--- config.mk ---
export PLATFORM = sky130hd
export DESIGN_NAME = addu_unit
export DESIGN_NICKNAME = d
export VERILOG_FILES = /design/src/rtl/addu_pkg.sv /design/src/rtl/addu_operand_prep.sv /design/src/rtl/addu_core.sv /design/src/rtl/addu_flag_unit.sv /design/src/rtl/addu_merge.sv /design/src/rtl/addu_unit.sv
export SDC_FILE = /design/constraint.sdc
export NUM_CORES = 1
export LEC_CHECK = 0
export BUFFER_PORTS_ARGS = -buffer_cell sky130_fd_sc_hd__buf_4
export CAP_MARGIN = 20
export CORE_MARGIN = 8
export CORE_UTILIZATION = 36
export CTS_CLUSTER_DIAMETER = 120
export CTS_CLUSTER_SIZE = 30
export DETAILED_ROUTE_END_ITERATION = 12
export PLACE_DENSITY_LB_ADDON = 0.15
export SYNTH_ARGS = -nofsm -noshare
export SYNTH_HDL_FRONTEND = slang
export SYNTH_HIERARCHICAL = 1
export SYNTH_SLANG_ARGS = --single-unit
--- constraint.sdc ---
create_clock -name clk -period 5.3 [get_ports clk]
set_input_delay 0.795 -clock clk [delete_from_list [all_inputs] [get_ports clk]]
set_output_delay 0.795 -clock clk [all_outputs]
set_load 0.1 [all_outputs]
--- src/rtl/addu_pkg.sv ---
package addu_pkg;

   typedef enum logic [1:0] {
      OP_ADD   = 2'd0,
      OP_ADDR  = 2'd1,
      OP_QUICK = 2'd2,
      OP_EXT   = 2'd3
   } addu_op_e;

   typedef enum logic [1:0] {
      SZ_BYTE = 2'd0,
      SZ_WORD = 2'd1,
      SZ_LONG = 2'd2,
      SZ_BAD  = 2'd3
   } addu_size_e;

   typedef struct packed {
      logic x;
      logic n;
      logic z;
      logic v;
      logic c;
   } addu_flags_t;

   localparam int unsigned LANES = 3;

endpackage

--- src/rtl/addu_operand_prep.sv ---
module addu_operand_prep
   import addu_pkg::*;
#(
   parameter int unsigned DATA_W         = 32,
   parameter int unsigned QUICK_W        = 3,
   parameter bit          QUICK_ZERO_MAX = 1'b1
) (
   input  addu_op_e          op,
   input  addu_size_e        size,
   input  logic              dst_is_addr,
   input  logic [DATA_W-1:0] src,
   input  logic [QUICK_W-1:0] quick,
   input  logic              x_in,
   output logic [DATA_W-1:0] opnd_a,
   output logic              cin,
   output logic [1:0]        lane,
   output logic              full_w,
   output logic              illegal
);

   localparam int unsigned LIT_W = QUICK_W + 1;

   logic [LIT_W-1:0]  lit;
   logic [DATA_W-1:0] src_wext;

   generate
      if (QUICK_ZERO_MAX) begin : g_lit_wrap
         assign lit = (quick == '0) ? LIT_W'(1) << QUICK_W : {1'b0, quick};
      end else begin : g_lit_plain
         assign lit = {1'b0, quick};
      end
   endgenerate

   assign src_wext = {{(DATA_W-16){src[15]}}, src[15:0]};

   always_comb begin
      illegal = (size == SZ_BAD) || (op == OP_ADDR && size == SZ_BYTE);
      opnd_a  = src;
      cin     = 1'b0;
      full_w  = 1'b0;
      lane    = size;
      unique case (op)
         OP_ADDR: begin
            full_w = 1'b1;
            lane   = 2'd2;
            opnd_a = (size == SZ_WORD) ? src_wext : src;
         end
         OP_QUICK: begin
            opnd_a = DATA_W'(lit);
            full_w = dst_is_addr;
            if (dst_is_addr) lane = 2'd2;
         end
         OP_EXT: begin
            cin = x_in;
         end
         default: begin
         end
      endcase
   end

endmodule

--- src/rtl/addu_core.sv ---
module addu_core
   import addu_pkg::*;
#(
   parameter int unsigned DATA_W = 32
) (
   input  logic [DATA_W-1:0] opnd_a,
   input  logic [DATA_W-1:0] dst,
   input  logic              cin,
   input  logic [1:0]        lane,
   output logic [DATA_W-1:0] lane_res,
   output logic              c_out,
   output logic              v_out,
   output logic              n_out,
   output logic              z_out
);

   function automatic int unsigned lane_width(int unsigned g);
      return (g == 0) ? 8 : ((g == 1) ? 16 : DATA_W);
   endfunction

   logic [DATA_W-1:0] res_arr [LANES];
   logic [LANES-1:0]  c_vec;
   logic [LANES-1:0]  v_vec;
   logic [LANES-1:0]  n_vec;

   generate
      for (genvar g = 0; g < LANES; g++) begin : g_lane
         localparam int unsigned W = lane_width(g);
         logic [W:0] sum;
         assign sum = {1'b0, opnd_a[W-1:0]} + {1'b0, dst[W-1:0]} + (W+1)'(cin);
         assign res_arr[g] = DATA_W'(sum[W-1:0]);
         assign c_vec[g]   = sum[W];
         assign n_vec[g]   = sum[W-1];
         assign v_vec[g]   = (opnd_a[W-1] == dst[W-1]) && (sum[W-1] != opnd_a[W-1]);
      end
   endgenerate

   logic [1:0] idx;
   assign idx      = (lane == 2'd3) ? 2'd2 : lane;
   assign lane_res = res_arr[idx];
   assign c_out    = c_vec[idx];
   assign v_out    = v_vec[idx];
   assign n_out    = n_vec[idx];
   assign z_out    = (lane_res == '0);

endmodule

--- src/rtl/addu_flag_unit.sv ---
module addu_flag_unit
   import addu_pkg::*;
(
   input  addu_op_e    op,
   input  logic        full_w,
   input  logic        illegal,
   input  logic        c_in,
   input  logic        v_in,
   input  logic        n_in,
   input  logic        z_in,
   input  addu_flags_t flags_cur,
   output addu_flags_t flags_nxt
);

   always_comb begin
      flags_nxt = flags_cur;
      if (!illegal && !full_w) begin
         flags_nxt.c = c_in;
         flags_nxt.x = c_in;
         flags_nxt.n = n_in;
         flags_nxt.v = v_in;
         flags_nxt.z = (op == OP_EXT) ? (flags_cur.z & z_in) : z_in;
      end
   end

endmodule

--- src/rtl/addu_merge.sv ---
module addu_merge #(
   parameter int unsigned DATA_W = 32
) (
   input  logic [DATA_W-1:0] dst,
   input  logic [DATA_W-1:0] lane_res,
   input  logic [1:0]        lane,
   input  logic              full_w,
   input  logic              illegal,
   output logic [DATA_W-1:0] res
);

   logic [DATA_W-1:0] keep_mask;

   always_comb begin
      unique case (lane)
         2'd0:    keep_mask = {{(DATA_W-8){1'b1}}, 8'h00};
         2'd1:    keep_mask = {{(DATA_W-16){1'b1}}, 16'h0000};
         default: keep_mask = '0;
      endcase
      if (full_w) keep_mask = '0;
   end

   assign res = illegal ? dst : ((dst & keep_mask) | (lane_res & ~keep_mask));

endmodule

--- src/rtl/addu_unit.sv ---
module addu_unit
   import addu_pkg::*;
#(
   parameter int unsigned DATA_W         = 32,
   parameter int unsigned QUICK_W        = 3,
   parameter bit          QUICK_ZERO_MAX = 1'b1
) (
   input  logic               clk,
   input  logic               rst_n,
   input  logic [1:0]         op_i,
   input  logic [1:0]         size_i,
   input  logic               dst_is_addr_i,
   input  logic [DATA_W-1:0]  src_i,
   input  logic [DATA_W-1:0]  dst_i,
   input  logic [QUICK_W-1:0] quick_i,
   input  logic [4:0]         flags_i,
   output logic [DATA_W-1:0]  res_o,
   output logic [4:0]         flags_o,
   output logic               err_o
);

   generate
      if (DATA_W < 32 || (DATA_W % 8) != 0) begin : g_bad_width
         $error("addu_unit: DATA_W must be a multiple of 8 and at least 32");
      end
      if (QUICK_W < 1 || QUICK_W > 8) begin : g_bad_quick
         $error("addu_unit: QUICK_W must lie in 1..8");
      end
   endgenerate

   addu_op_e          op;
   addu_size_e        size;
   addu_flags_t       flags_cur;
   addu_flags_t       flags_nxt;
   logic [DATA_W-1:0] opnd_a;
   logic              cin;
   logic [1:0]        lane;
   logic              full_w;
   logic              illegal;
   logic [DATA_W-1:0] lane_res;
   logic              c_w, v_w, n_w, z_w;
   logic [DATA_W-1:0] res_nxt;

   assign op        = addu_op_e'(op_i);
   assign size      = addu_size_e'(size_i);
   assign flags_cur = addu_flags_t'(flags_i);

   addu_operand_prep #(
      .DATA_W(DATA_W), .QUICK_W(QUICK_W), .QUICK_ZERO_MAX(QUICK_ZERO_MAX)
   ) i_prep (
      .op(op), .size(size), .dst_is_addr(dst_is_addr_i), .src(src_i),
      .quick(quick_i), .x_in(flags_cur.x), .opnd_a(opnd_a), .cin(cin),
      .lane(lane), .full_w(full_w), .illegal(illegal)
   );

   addu_core #(.DATA_W(DATA_W)) i_core (
      .opnd_a(opnd_a), .dst(dst_i), .cin(cin), .lane(lane),
      .lane_res(lane_res), .c_out(c_w), .v_out(v_w), .n_out(n_w), .z_out(z_w)
   );

   addu_flag_unit i_flags (
      .op(op), .full_w(full_w), .illegal(illegal), .c_in(c_w), .v_in(v_w),
      .n_in(n_w), .z_in(z_w), .flags_cur(flags_cur), .flags_nxt(flags_nxt)
   );

   addu_merge #(.DATA_W(DATA_W)) i_merge (
      .dst(dst_i), .lane_res(lane_res), .lane(lane), .full_w(full_w),
      .illegal(illegal), .res(res_nxt)
   );

   always_ff @(posedge clk) begin
      if (!rst_n) begin
         res_o   <= '0;
         flags_o <= '0;
         err_o   <= 1'b0;
      end else begin
         res_o   <= res_nxt;
         flags_o <= flags_nxt;
         err_o   <= illegal;
      end
   end

endmodule

==> summary.md <==
| Metric | Value |
|---|---|
| Synth warn | 6 |
| Syn_nets | 616 |
| Post-DRT Antenna Nets | 0 |
| Int Pwr | 950.8 uW |
| DRT Wirelength | 13.86 mm |
| Resized cells post-CTS | 0 |
| Unrepaired setup endpoints after global routing | no |
| Largest family of logic cells by synthesized area | simple AND/OR/NAND/NOR gates |
| Status | complete, no violations |
| DRC | 0 |
| Pwr Density | 308.1 mW/mm2 |
| Final-stage net count | 743 |
| Mapped Cells | 501 |
| Pre-antenna DRT Iters | 4 |
| Net Sw Frac | 44.19% |
| I/O pins | 117 |
| Die H | 124.9 um |
| Input/output buffers | 116 |
| Max rail drop VDD | 173.0 uV |
| Initial core utilization | 37.10% |
| Gpl congestion | 0.8692 |
| Clk pwr share | 23.4% |
| Die footprint | 0.01561 mm2 |
| Post-CTS setup repair buffer count | 0 |
| Clk root buf | clkbuf_16 |
| Largest net degree at the start of global routing | 39 |
| Final min period | 4.986 ns |
| Mux contribution to synthesized area | 9.663% |
| Final Non-Filler Cells | 772 |
| Clock transition at the registers of the reported paths | 0.06 ns |
| Post-Syn Area | 0.004273 mm2 |
| # fillers | 1185 |
| Footprint of the multi-input gates | 0.003262 mm2 |
| Synth Flop Type | dfxtp_1 |
| Worst relative slew slack | 24.49% |
| CTS Buffer Depth | 2 |
| Max Clk Rate | 200.5 MHz |
| Crit share post-route | 94.08% |
| DIE WIDTH | 124.9 um |
| Hold Path Depth | 3 |
| Share of the synthesized area in the top cell type | 17.80% |
| Starting DRT DRC Count | 253 |
| Vias in the first global route | 4271 |
| Number of buffers added to fix hold violations after cts | 0 |
| Worst setup EP type | register |
| Max-cap violations | 0 |
| HPWL after DPL | 11.55 mm |
| Final setup violation count | 0 |
| Switch Pwr | 752.9 uW |
| TNS Setup | 0 ns |
| Global-route wire length before repair | 22.56 mm |
| Post-synthesis cell type count | 76 |
| Synth-to-Final Area Change | 29.40% |
| Antenna diode count | 0 |
| Vias/cell | 5.241 |
| Compound-Gate Fraction of Synth Area | 23.81% |
| Flops & latches, synth | 38 |
| Post-synth ARST share | 0% |
| Worst Hold Class | in -> reg |
| Comb pwr share | 57.2% |
| Site row count | 39 |
| Final hold violation count | 0 |
| Flop pwr share | 19.4% |
| Post-Synth Simple-Gate Area | 26.24% |
| Synth area leader | dfxtp_1 |
| Post-Synth Adder-Cell Area | 10.89% |
| DR WL/cell | 17.95 um |
| Fin. max-slew vios | 0 |
| Congestion Overflow GR | 0 |
| Antenna violations before repair | 0 |
| Syn_area_per_cell | 8.529 um2 |
| Worst Path Required | 5.54 ns |
| Critical Path Start Type | input pin |
| GR Util All Layers | 17.56% |
| Share of cells above drive strength 1 | 35.45% |
| Seq/Total Area, Yosys | 17.80% |
| Post-route core utilization | 48.01% |
| Max FO, Critical Path | 4 |
| Clock sink total | 38 |
| Placed cells | 764 |
| Post-synth EDFFs | 0 |
| Htree depth | 2 |
| Setup Crit Path Kind | in -> reg |
| Tightest Pin Transition | 1.128 ns |
| Vias | 4046 |
| Leak | 0.002656 uW |
| Inserted Clock Buffers | 5 |
| Register area | 760.7 um2 |
| Synth area leaders | dfxtp_1 18%, ha_1 10%, and2_1 7.8% |
| Worst Path Arrival | 5.22 ns |
| Total core area | 0.01152 mm2 |
| XOR/XNOR share of the synthesized area | 5.534% |
| CTS tree | yes |
==> per-layer routing <==
metal,part of all wire (%),track usage (%)
met1,45,22.04
met2,49,30.21
met3,4.8,3.825
met4,0.92,3.653
met5,0,0
==> critical path, stage by stage <==
cell,delay [ns]
buf_4,0.10
inv_1,0.04
ha_1,0.30
or2_1,0.25
a22o_1,0.26
fa_1,0.47
inv_1,0.10
fa_1,0.26
nor2b_4,0.06
o2111ai_2,0.30
a21oi_2,0.13
a221oi_2,0.33
xor2_1,0.19
nor2_1,0.07
or4_4,0.53
nor4_2,0.22
nand4_1,0.15
a2111oi_2,0.38
o32a_1,0.18
and2_1,0.11
==> cells in the final DEF, fill, tap and decap left out, types with 9 or more instances in the layout <==
cell	n
ha_1	34
nand4_1	9
mux2_4	15
a21oi_1	26
nand2_1	28
xor2_1	15
o21ai_0	13
buf_4	143
dfxtp_1	38
and2_1	53
nand2b_1	14
a21o_1	24
mux2_2	14
inv_1	15
nor2_1	37
o211ai_1	11
xnor2_1	12
==> synth_stat cells, types with 5 or more instances <==
cell	count
a21oi_1	27
a21o_2	7
xor2_1	15
o21ai_0	14
o211ai_1	11
inv_1	15
buf_6	10
xnor2_1	12
and2_1	53
mux2_2	14
mux2_4	15
and2_4	7
nor3_1	8
buf_2	5
nand4_1	9
nor2_1	37
a21oi_2	6
a21o_1	24
o21a_1	5
or4b_1	8
nand2_1	28
dfxtp_1	38
nand2b_1	14
ha_1	34
==> flip-flops by register name, indices dropped and copies added (netlist names) <==
signal   count
res_o       32
err_o        1
flags_o      5
==> final timing paths <==
path | start | to | slack, ns
max | op_i[0] | flags_o[2] | 0.31
min | flags_i[3] | flags_o[3] | 0.84
==> area by class of cell <==
class / count / share of cell area (%)
Inverter: 16 / 1.086
Clock buffer: 5 / 2.263
Sequential cell: 38 / 13.76
Timing Repair Buffer: 143 / 19.42
Clock inverter: 3 / 1.245
Multi-Input combinational cell: 424 / 59.00
Tap cell: 143 / 3.236
==> power groups by stage <==
stage | registers [uW] | clock network, uW | logic [uW]
floorplan | 596 | 0 | 471
global placement | 337 | 0 | 974
detailed placement | 338 | 0 | 974
CTS | 331 | 413 | 977
global route | 334 | 421 | 1040
finish | 331 | 398 | 975
==> metrics by stage <==
stage          setup WS [ns]  hold slack [ns]  instance area [um2]  total power, uW
6_report              0.3137           0.8353                 5529             1704
5_1_grt              0.02266           0.8341                 5529             1796
4_1_cts               0.3208           0.8286                 5528             1721
3_5_place_dp         0.03012            1.139                 5334             1312
3_3_place_gp          0.1766            1.131                 5334             1311
2_1_floorplan         0.3136            1.028                 4273             1067
==> cells by family (layout without fill, tap and decap cells) <==
logic type,count (synthesis),count (layout)
simple gates,192,192
compound gates,137,137
buf+inv,39,167
flops,38,38
fa+ha+maj,36,36
mux,32,32
xor+xnor,27,27
(Power assumes the default switching activity.)
